==> src/rtl/pdc_pkg.sv <==
// Shared definitions for the programmable down-counter block.
// Assumes two counters, each read as two nibbles.
package pdc_pkg;
    typedef enum logic [1:0] {
        SEL_C0_LO = 2'd0,
        SEL_C0_HI = 2'd1,
        SEL_C1_LO = 2'd2,
        SEL_C1_HI = 2'd3
    } rd_sel_e;
endpackage

==> src/rtl/pdc_fall_sync.sv <==
// Brings an asynchronous slow clock into the clk domain through SYNC_LEN
// flops. Emits a one-cycle pulse on each synchronized falling edge.
// Assumes both phases of the input last longer than SYNC_LEN+1 clk cycles.
module pdc_fall_sync #(
    parameter int SYNC_LEN = 2
) (
    input  logic clk,
    input  logic rst_n,
    input  logic async_i,
    output logic fall_o
);
    logic [SYNC_LEN-1:0] sync_q;
    logic                prev_q;

    // Shift chain and previous-sample flop; idle level is high.
    always_ff @(posedge clk) begin
        if (!rst_n) begin
            sync_q <= '1;
            prev_q <= 1'b1;
        end else begin
            sync_q <= {sync_q[SYNC_LEN-2:0], async_i};
            prev_q <= sync_q[SYNC_LEN-1];
        end
    end

    // Falling edge: previous sample high, current sample low.
    assign fall_o = prev_q & ~sync_q[SYNC_LEN-1];
endmodule

==> src/rtl/pdc_counter.sv <==
// One down-counter with a reload register. A write to the run bit is held
// as a request and only adopted on a tick. A tick also decrements the
// counter if it was running before that tick. casc_dec decrements the
// counter without looking at the run state.
// Assumes tick and casc_dec are never both active.
module pdc_counter #(
    parameter int CNT_W = 8
) (
    input  logic             clk,
    input  logic             rst_n,
    input  logic             tick,
    input  logic             casc_dec,
    input  logic             run_wr,
    input  logic             run_wdata,
    input  logic             load_wr,
    input  logic [CNT_W-1:0] load_data,
    output logic [CNT_W-1:0] count,
    output logic [CNT_W-1:0] reload_q,
    output logic             running,
    output logic             uf
);
    logic run_req;
    logic dec;

    assign dec = (tick & running) | casc_dec;

    // Hold the most recently written run request.
    always_ff @(posedge clk) begin
        if (!rst_n)      run_req <= 1'b0;
        else if (run_wr) run_req <= run_wdata;
    end

    // Reload register written by software.
    always_ff @(posedge clk) begin
        if (!rst_n)       reload_q <= '0;
        else if (load_wr) reload_q <= load_data;
    end

    // Count, underflow pulse and the actual run state, which changes only on a tick.
    always_ff @(posedge clk) begin
        if (!rst_n) begin
            count   <= '0;
            running <= 1'b0;
            uf      <= 1'b0;
        end else begin
            uf <= 1'b0;
            if (dec) begin
                if (count == '0) begin
                    count <= reload_q;
                    uf    <= 1'b1;
                end else begin
                    count <= count - 1'b1;
                end
            end else if (load_wr && !running) begin
                count <= load_data;
            end
            if (tick) running <= run_req;
        end
    end
endmodule

==> src/rtl/pdc_snap.sv <==
// Read-coherence capture. A grab copies the live value and opens a window
// of WINDOW cycles, during which valid is high.
// Assumes WINDOW >= 1.
module pdc_snap #(
    parameter int W      = 8,
    parameter int WINDOW = 16
) (
    input  logic         clk,
    input  logic         rst_n,
    input  logic         grab,
    input  logic [W-1:0] live,
    output logic [W-1:0] shadow,
    output logic         valid
);
    localparam int WIN_W = $clog2(WINDOW + 1);
    logic [WIN_W-1:0] win_q;

    // Capture the value and run the window down-counter.
    always_ff @(posedge clk) begin
        if (!rst_n) begin
            shadow <= '0;
            win_q  <= '0;
        end else if (grab) begin
            shadow <= live;
            win_q  <= WIN_W'(WINDOW);
        end else if (win_q != '0) begin
            win_q <= win_q - 1'b1;
        end
    end

    assign valid = (win_q != '0);
endmodule

==> src/rtl/pdc_timer.sv <==
// Top level: two down-counters with deferred run control, selectable
// input clocks, 16-bit cascade and coherent nibble reads.
// Assumes software does not write a run bit in the same cycle as a tick.
module pdc_timer
    import pdc_pkg::*;
#(
    parameter int CNT_W    = 8,
    parameter int SYNC_LEN = 2,
    parameter int WINDOW   = 16
) (
    input  logic             clk,
    input  logic             rst_n,
    input  logic             pre_clk_i,
    input  logic             evt_clk_i,
    input  logic             src_evt,
    input  logic             cascade16,
    input  logic [1:0]       run_wr,
    input  logic [1:0]       run_wdata,
    output logic [1:0]       run_rd,
    input  logic [1:0]       reload_wr,
    input  logic [CNT_W-1:0] reload_data,
    input  logic             rd_en,
    input  logic [1:0]       rd_addr,
    output logic [3:0]       rd_data,
    output logic [1:0]       underflow
);
    localparam int NIB_W = CNT_W / 2;
    localparam int NCNT  = 2;

    logic                       pre_fall, evt_fall;
    logic [NCNT-1:0]            tick, casc, running, uf, grab, valid;
    logic [NCNT-1:0][CNT_W-1:0] cnt, rld, shadow;
    logic [NIB_W-1:0]           nib;

    pdc_fall_sync #(.SYNC_LEN(SYNC_LEN)) u_pre_sync (
        .clk(clk), .rst_n(rst_n), .async_i(pre_clk_i), .fall_o(pre_fall));
    pdc_fall_sync #(.SYNC_LEN(SYNC_LEN)) u_evt_sync (
        .clk(clk), .rst_n(rst_n), .async_i(evt_clk_i), .fall_o(evt_fall));

    // Choose each counter's tick source and cascade enable.
    always_comb begin
        tick[0] = src_evt ? evt_fall : pre_fall;
        casc[0] = 1'b0;
        tick[1] = cascade16 ? 1'b0 : pre_fall;
        casc[1] = cascade16 & uf[0];
    end

    // Capture triggers for the read-coherence windows.
    always_comb begin
        grab[0] = rd_en && (rd_addr == SEL_C0_LO);
        grab[1] = rd_en && (((rd_addr == SEL_C1_LO) && !(cascade16 && valid[1]))
                         || ((rd_addr == SEL_C0_LO) && cascade16));
    end

    for (genvar g = 0; g < NCNT; g++) begin : g_cnt
        pdc_counter #(.CNT_W(CNT_W)) u_cnt (
            .clk(clk), .rst_n(rst_n), .tick(tick[g]), .casc_dec(casc[g]),
            .run_wr(run_wr[g]), .run_wdata(run_wdata[g]),
            .load_wr(reload_wr[g]), .load_data(reload_data),
            .count(cnt[g]), .reload_q(rld[g]), .running(running[g]), .uf(uf[g]));

        pdc_snap #(.W(CNT_W), .WINDOW(WINDOW)) u_snap (
            .clk(clk), .rst_n(rst_n), .grab(grab[g]), .live(cnt[g]),
            .shadow(shadow[g]), .valid(valid[g]));
    end

    assign run_rd    = running;
    assign underflow = uf;

    // Nibble select: a low nibble of counter 0 is always live.
    always_comb begin
        unique case (rd_addr)
            SEL_C0_LO: nib = cnt[0][NIB_W-1:0];
            SEL_C0_HI: nib = valid[0] ? shadow[0][CNT_W-1:NIB_W] : cnt[0][CNT_W-1:NIB_W];
            SEL_C1_LO: nib = (cascade16 && valid[1]) ? shadow[1][NIB_W-1:0] : cnt[1][NIB_W-1:0];
            default:   nib = valid[1] ? shadow[1][CNT_W-1:NIB_W] : cnt[1][CNT_W-1:NIB_W];
        endcase
    end

    // Register the read result.
    always_ff @(posedge clk) begin
        if (!rst_n)     rd_data <= '0;
        else if (rd_en) rd_data <= 4'(nib);
    end
endmodule

==> config.mk <==
export PLATFORM = sky130hd
export DESIGN_NAME = pdc_timer
export DESIGN_NICKNAME = d
export VERILOG_FILES = /design/src/rtl/pdc_pkg.sv /design/src/rtl/pdc_fall_sync.sv /design/src/rtl/pdc_counter.sv /design/src/rtl/pdc_snap.sv /design/src/rtl/pdc_timer.sv
export SDC_FILE = /design/constraint.sdc
export NUM_CORES = 1
export LEC_CHECK = 0
export BUFFER_PORTS_ARGS = -buffer_cell sky130_fd_sc_hd__buf_2
export CAP_MARGIN = 20
export CORE_MARGIN = 1.5
export CORE_UTILIZATION = 59
export DETAILED_ROUTE_END_ITERATION = 10
export PLACE_DENSITY = 0.79
export SYNTH_ARGS = -nofsm -noshare
export SYNTH_HDL_FRONTEND = slang
export SYNTH_SLANG_ARGS = --single-unit
==> constraint.sdc <==
create_clock -name clk -period 2.1 [get_ports clk]
set_input_delay 0.42 -clock clk [delete_from_list [all_inputs] [get_ports clk]]
set_output_delay 0.42 -clock clk [all_outputs]
set_load 0.02 [all_outputs]
==> results of run 1 <==
layout make-up:
class	count	area, um^2	area share (%)
Timing Repair Buffer	44	255	6.70
Clock buffer	12	145	3.81
Tap cell	72	90.1	2.37
Clock inverter	2	10.0	0.263
Sequential cell	70	1400	36.8
Multi-Input combinational cell	274	1850	48.5
Inverter	16	60.1	1.58
per-layer routing:
layer / track usage [%] / wire [um]
met1: 33.3 / 3420
met4: 11.2 / 257
met5: 0 / 0
met2: 40.6 / 3460
met3: 7.09 / 368
path summary, 6_finish.rpt:
kind	startpoint	end	slack (ns)	depth (start not counted)
setup reg to reg	g_cnt[0].u_cnt.count[0]	g_cnt[0].u_cnt.count[3]	0.12	6
hold reg to reg	u_evt_sync.sync_q[0]	u_evt_sync.sync_q[1]	0.41	1
hold / removal	pre_clk_i	u_pre_sync.sync_q[0]	0.25	2
setup / recovery	g_cnt[0].u_cnt.count[0]	g_cnt[0].u_cnt.count[3]	0.12	6
where the power goes:
part	internal [W]	switching (W)	total, W
Clock	0.000444	0.000458	0.000903
Sequential	0.00145	0.000113	0.00156
Combinational	0.000464	0.000505	0.000969
cell usage in the layout (no fill, tap or decap), types with 3 or more instances in the layout:
| cell | synthesis | layout |
|---|---|---|
| buf_4 | 4 | 14 |
| o21ai_0 | 18 | 18 |
| nand3_1 | 8 | 8 |
| ha_1 | 6 | 6 |
| xnor2_1 | 6 | 6 |
| nor2b_1 | 3 | 3 |
| nor3b_1 | 3 | 3 |
| nand2b_1 | 11 | 11 |
| a221oi_1 | 4 | 4 |
| clkbuf_8 | 0 | 10 |
| nand2_1 | 17 | 17 |
| a21oi_1 | 21 | 21 |
| a211oi_1 | 3 | 3 |
| mux2_2 | 5 | 5 |
| inv_1 | 16 | 16 |
| nor2_1 | 46 | 46 |
| o221a_1 | 4 | 4 |
| mux2i_1 | 39 | 39 |
| o21a_1 | 4 | 4 |
| a21boi_0 | 5 | 5 |
| o221ai_1 | 4 | 4 |
| nor3_1 | 18 | 18 |
| buf_2 | 3 | 30 |
| or2_1 | 3 | 3 |
| o21ai_1 | 10 | 10 |
| dfxtp_1 | 70 | 70 |
cells in the mapped netlist (all sizes together), types with 2 or more instances:
cell type   n  area share [%]
mux2        6             2.0
dfxtp      70              41
nor3       18             2.6
nor4b       3             1.4
buf        10             2.3
o22ai       2            0.36
nor2       46             5.0
ha          6             2.2
o32ai       2            0.51
xnor2       6             1.5
o21ai      28             4.1
o21a        4            0.87
o2111ai     2            0.51
a2bb2oi     2            0.51
a221oi      4             1.0
or4         2            0.54
clkbuf     17             1.9
nand2b     11             2.0
nor4        2            0.36
o221ai      4             1.0
o211ai      2            0.44
a21oi      21             3.0
inv        16             1.7
o221a       4             1.3
a31oi       2            0.36
nand2      17             1.9
nor2b       3            0.54
or2         3            0.54
a21boi      5             1.1
a211oi      4             1.0
xor2        2            0.51
or3b        2            0.51
nand3       8             1.2
mux2i      39              11
nor3b       3            0.65
worst max-delay path: stages (launching register included):
cell      delay (ns)
dfxtp_1         0.37
inv_1           0.12
ha_1            0.21
or3b_1          0.50
or2_1           0.33
mux2i_1         0.14
a211oi_1        0.22
stage by stage:
| stage | instance area (um^2) | setup WS [ns] |
|---|---|---|
| floorplan | 3450 | 0.193 |
| global placement | 3650 | 0.164 |
| detailed placement | 3650 | 0.0500 |
| CTS | 3800 | 0.0325 |
| global route | 3810 | 0.0286 |
| finish | 3810 | 0.121 |
kinds of logic after synthesis:
logic type,share of synthesized area [%]
flops,40.7
fa+ha+maj,2.18
xor+xnor,2.03
buf+inv,5.88
mux,13.3
compound gates,17.7
simple gates,18.3
sequential cells by signal (all words and copies together) (netlist names):
signal and cells:
u_pre_sync.sync_q 2, g_cnt.u_cnt.run_req 2, g_cnt.u_cnt.uf 2, rd_data 4, u_evt_sync.sync_q 2, g_cnt.u_cnt.running 2, g_cnt.u_snap.win_q 10, u_pre_sync.prev_q 1
u_evt_sync.prev_q 1, g_cnt.u_snap.shadow 12, g_cnt.u_cnt.reload_q 16, g_cnt.u_cnt.count 16
timing repair:
action	4_1_cts	5_1_grt
resized for setup	0	1
buffers inserted	0	0
setup endpoints to repair	0	4
==> results.toml, run 1 <==
[run_status]
outcome = "complete, no violations"

[synth]
ys_types = 55
synth_edf_count = 0
synthFlopType = "dfxtp_1"
yosysSeqAreaShare_pct = 40.7
synth_nets = 416
ys_ff_latch = 70
ys.warnings.count = 0
syn-instance-count = 387
async_flop_share_pct = 0
syn_area_mm2 = 0.00345
synth.avg_cell_area_um2 = 8.91

[setup_path]
crit_fanout = 9
worstSetupPathType = "reg2reg"
startpoint_type = "flip-flop"
cp-end-kind = "flip-flop"
worstPathRequired_ns = 2.37
crit_arrival_ns = 2.25

[layout]
syn_to_final_growth_pct = 10.5
antenna_cells = 0
num-fill-cells = 469
fin_util_pct = 68.3
stdcell_count = 490
drive_gt1_share_pct = 16.0
fin_nets = 444

[die]
dieWidth_um = 79.4
core_mm2 = 0.00557
die_area_mm2 = 0.00631
pin_count = 31
initial_core_util_pct = 61.8
fp.dieH_um = 79.4
rows = 27

[sta]
setup_viol = 0
hold_violations = 0
skew_ns = 0.00792
post-route-period-util_pct = 94.3
timing.fmax_ghz = 0.505
setup_tns_ns = 0
rsz0062_at_grt = "false"
min_period_ns = 1.98
worst_hold_slack_ns = 0.248
relSlewSlack_pct = 50.8
worst_pin_slew_ns = 0.738
slew_viol_final = 0

[detailed_routing]
wire_per_inst_um = 15.3
via_count = 2917
drc_errors = 0
drt_iter0_drc = 167
first_pass_iters = 4
drt_wl_total_um = 7510
viasPerCell = 5.95
antenna_left = 0

[clock_network]
cts_sinks = 70
clk_latency_ns = 0.35
root_buffer = "clkbuf_8"
htree_num_levels = 3
cts_made_buffers = 9
clock_path_buffers = 2
tritoncts = "yes"
clkSlewWorstSetupHoldPaths_ns = 0.07
ctsHoldBuffers = 0

[grt]
track_usage_pct = 25.9
first_global_vias = 2665
grt_pass1_wl_um = 12600
antenna_found_initial = 0
grt_max_degree = 28
grt_overflow_total = 0

[power]
peakVddDrop_v = 0.000696
p_leak_nw = 1.64
power.density_mw_per_mm2 = 901
p_total_w = 0.00343

[hold_path]
min-delay-path-class = "in2reg"

[placed_design]
dp_hpwl_um = 5350
dp.cells = 476
gp_congestion = 0.847
port_buffers = 30

[job]
cap_viol_max_count = 0
No activity file was read; power rests on OpenSTA's default activity.
==> run 2: changes to the inputs <==
==> constraint.sdc (replaced) <==
create_clock -name clk -period 2 [get_ports clk]
set_input_delay 0.4 -clock clk [delete_from_list [all_inputs] [get_ports clk]]
set_output_delay 0.4 -clock clk [all_outputs]
set_load 0.02 [all_outputs]
==> run 2 against run 1 <==
Against the previous run: combinational power up 10%; worst hold slack got worse by 0.016 ns; total power rose by 7.9%; fmax increased by 2.7%; die area stayed put; wire length grew 6.6%; non-clock buffer count increased by 7; clock skew hardly changed; cell count is 1.6% higher; largest power group unchanged.
==> results.toml, run 2 (synthesized netlist as in run 1, its figures left out) <==
[run_status]
outcome = "complete, no violations"

[sta]
hold_violations = 0
min_period_ns = 1.93
relSlewSlack_pct = 52.7
setup_tns_ns = 0
worst_pin_slew_ns = 0.708
skew_ns = 0.00832
post-route-period-util_pct = 96.3
slew_viol_final = 0
setup_viol = 0
timing.fmax_ghz = 0.519
rsz0062_at_grt = "false"

[placed_design]
gp_congestion = 0.858
port_buffers = 30
dp_hpwl_um = 5780
dp.cells = 483

[clock_network]
tritoncts = "yes"
ctsHoldBuffers = 0
cts_sinks = 70
root_buffer = "clkbuf_8"
cts_resized = 0
clock_path_buffers = 2
htree_num_levels = 3
post_cts_buffers = 0
clkSlewWorstSetupHoldPaths_ns = 0.06
clk_latency_ns = 0.35
cts_made_buffers = 9

[detailed_routing]
drc_errors = 0
via_count = 2981
wire_per_inst_um = 16.1
first_pass_iters = 4
antenna_left = 0
drt_iter0_drc = 118
viasPerCell = 5.99
drt_wl_total_um = 8010

[power]
p_leak_nw = 1.68
power.density_mw_per_mm2 = 953
peakVddDrop_v = 0.000742

[setup_path]
startpoint = "g_cnt[1].u_cnt.count[0]"
worstPathRequired_ns = 2.26
cp-end-kind = "flip-flop"
crit_fanout = 9
timing.rr.start = "g_cnt[1].u_cnt.count[0]"
crit_arrival_ns = 2.19
startpoint_type = "flip-flop"
worstSetupPathType = "reg2reg"

[die]
rows = 27
pin_count = 31
die_area_mm2 = 0.00631
fp.dieH_um = 79.4
initial_core_util_pct = 61.8
dieWidth_um = 79.4
core_mm2 = 0.00557

[layout]
num-fill-cells = 465
fin_nets = 451
seq_area_mm2 = 0.00140
mostFrequentLayoutCells = "dfxtp_1, nor2_1, mux2i_1"
drive_gt1_share_pct = 18.1
stdcell_count = 498
multi_input_area_mm2 = 0.00186
top_regs = "g_cnt.u_cnt.count x16, g_cnt.u_cnt.reload_q x16, g_cnt.u_snap.shadow x12"
syn_to_final_growth_pct = 12.7
antenna_cells = 0
final_common_cell = "dfxtp_1"

[grt]
grt_pass1_wl_um = 13000
track_usage_pct = 26.7
first_global_vias = 2823
antenna_found_initial = 0
grt_overflow_total = 0
grt_max_degree = 28

[job]
cap_viol_max_count = 0

[hold_path]
min-delay-path-class = "in2reg"
min_from = "pre_clk_i"
[run 2: changes by cell type in the layout (fill, tap and decap cells not counted), sizes merged]
cell	previous run	this run
buf	44	51
clkbuf	12	14
clkinv	2	1
[run 2: final cells by class]
class	count	area share [%]
multi-input cells	274	47.8
flip-flops and latches	70	36.1
repair buffers	51	7.92
clock buffers	14	4.19
well taps	72	2.32
inverters	16	1.55
clock inverters	1	0.129
[run 2: critical path, cell delays in order (launching register included)]
cell,delay [ns]
dfxtp_1,0.40
inv_1,0.14
ha_1,0.15
or3b_2,0.45
buf_4,0.19
nor3b_1,0.21
o21ai_1,0.10
a31oi_1,0.20
[run 2: worst paths after layout]
kind	endpoint	slack [ns]	cells past startpoint
worst max-delay path	g_cnt[1].u_cnt.count[4]	0.07	7
worst max register to register	g_cnt[1].u_cnt.count[4]	0.07	7
worst min-delay path	u_pre_sync.sync_q[0]	0.23	2
worst min register to register	u_evt_sync.sync_q[1]	0.42	1
[run 2: metrics by stage]
stage	total power (W)	worst slack, ns	utilization, %	hold slack [ns]	area (um^2)
after global placement	0.00266	0.112	66.4	0.388	3700
after CTS	0.00369	0.00342	69.4	0.223	3870
after detailed placement	0.00271	0.0109	66.4	0.400	3700
after global routing	0.00390	0.00510	69.7	0.221	3880
final	0.00370	0.0734	69.7	0.233	3880
after floorplan	0.00242	0.0926	-	0.386	3450
[run 2: where the power goes]
part	total, W	leakage [nW]	internal (W)	switching (W)
sequential	0.00164	0.576	0.00152	0.000118
clock	0.000989	0.0865	0.000511	0.000478
combinational	0.00107	1.02	0.000523	0.000552
total	0.00370	1.68	0.00255	0.00115
[run 2: layer usage]
metal	global-route usage, %	up-vias	part of all wire, %
met5	0	-	0
met4	10.5	0	2.5
met3	6.86	19	5.4
met2	44.8	99	48
met1	32.6	1407	44
li1	-	1456	-
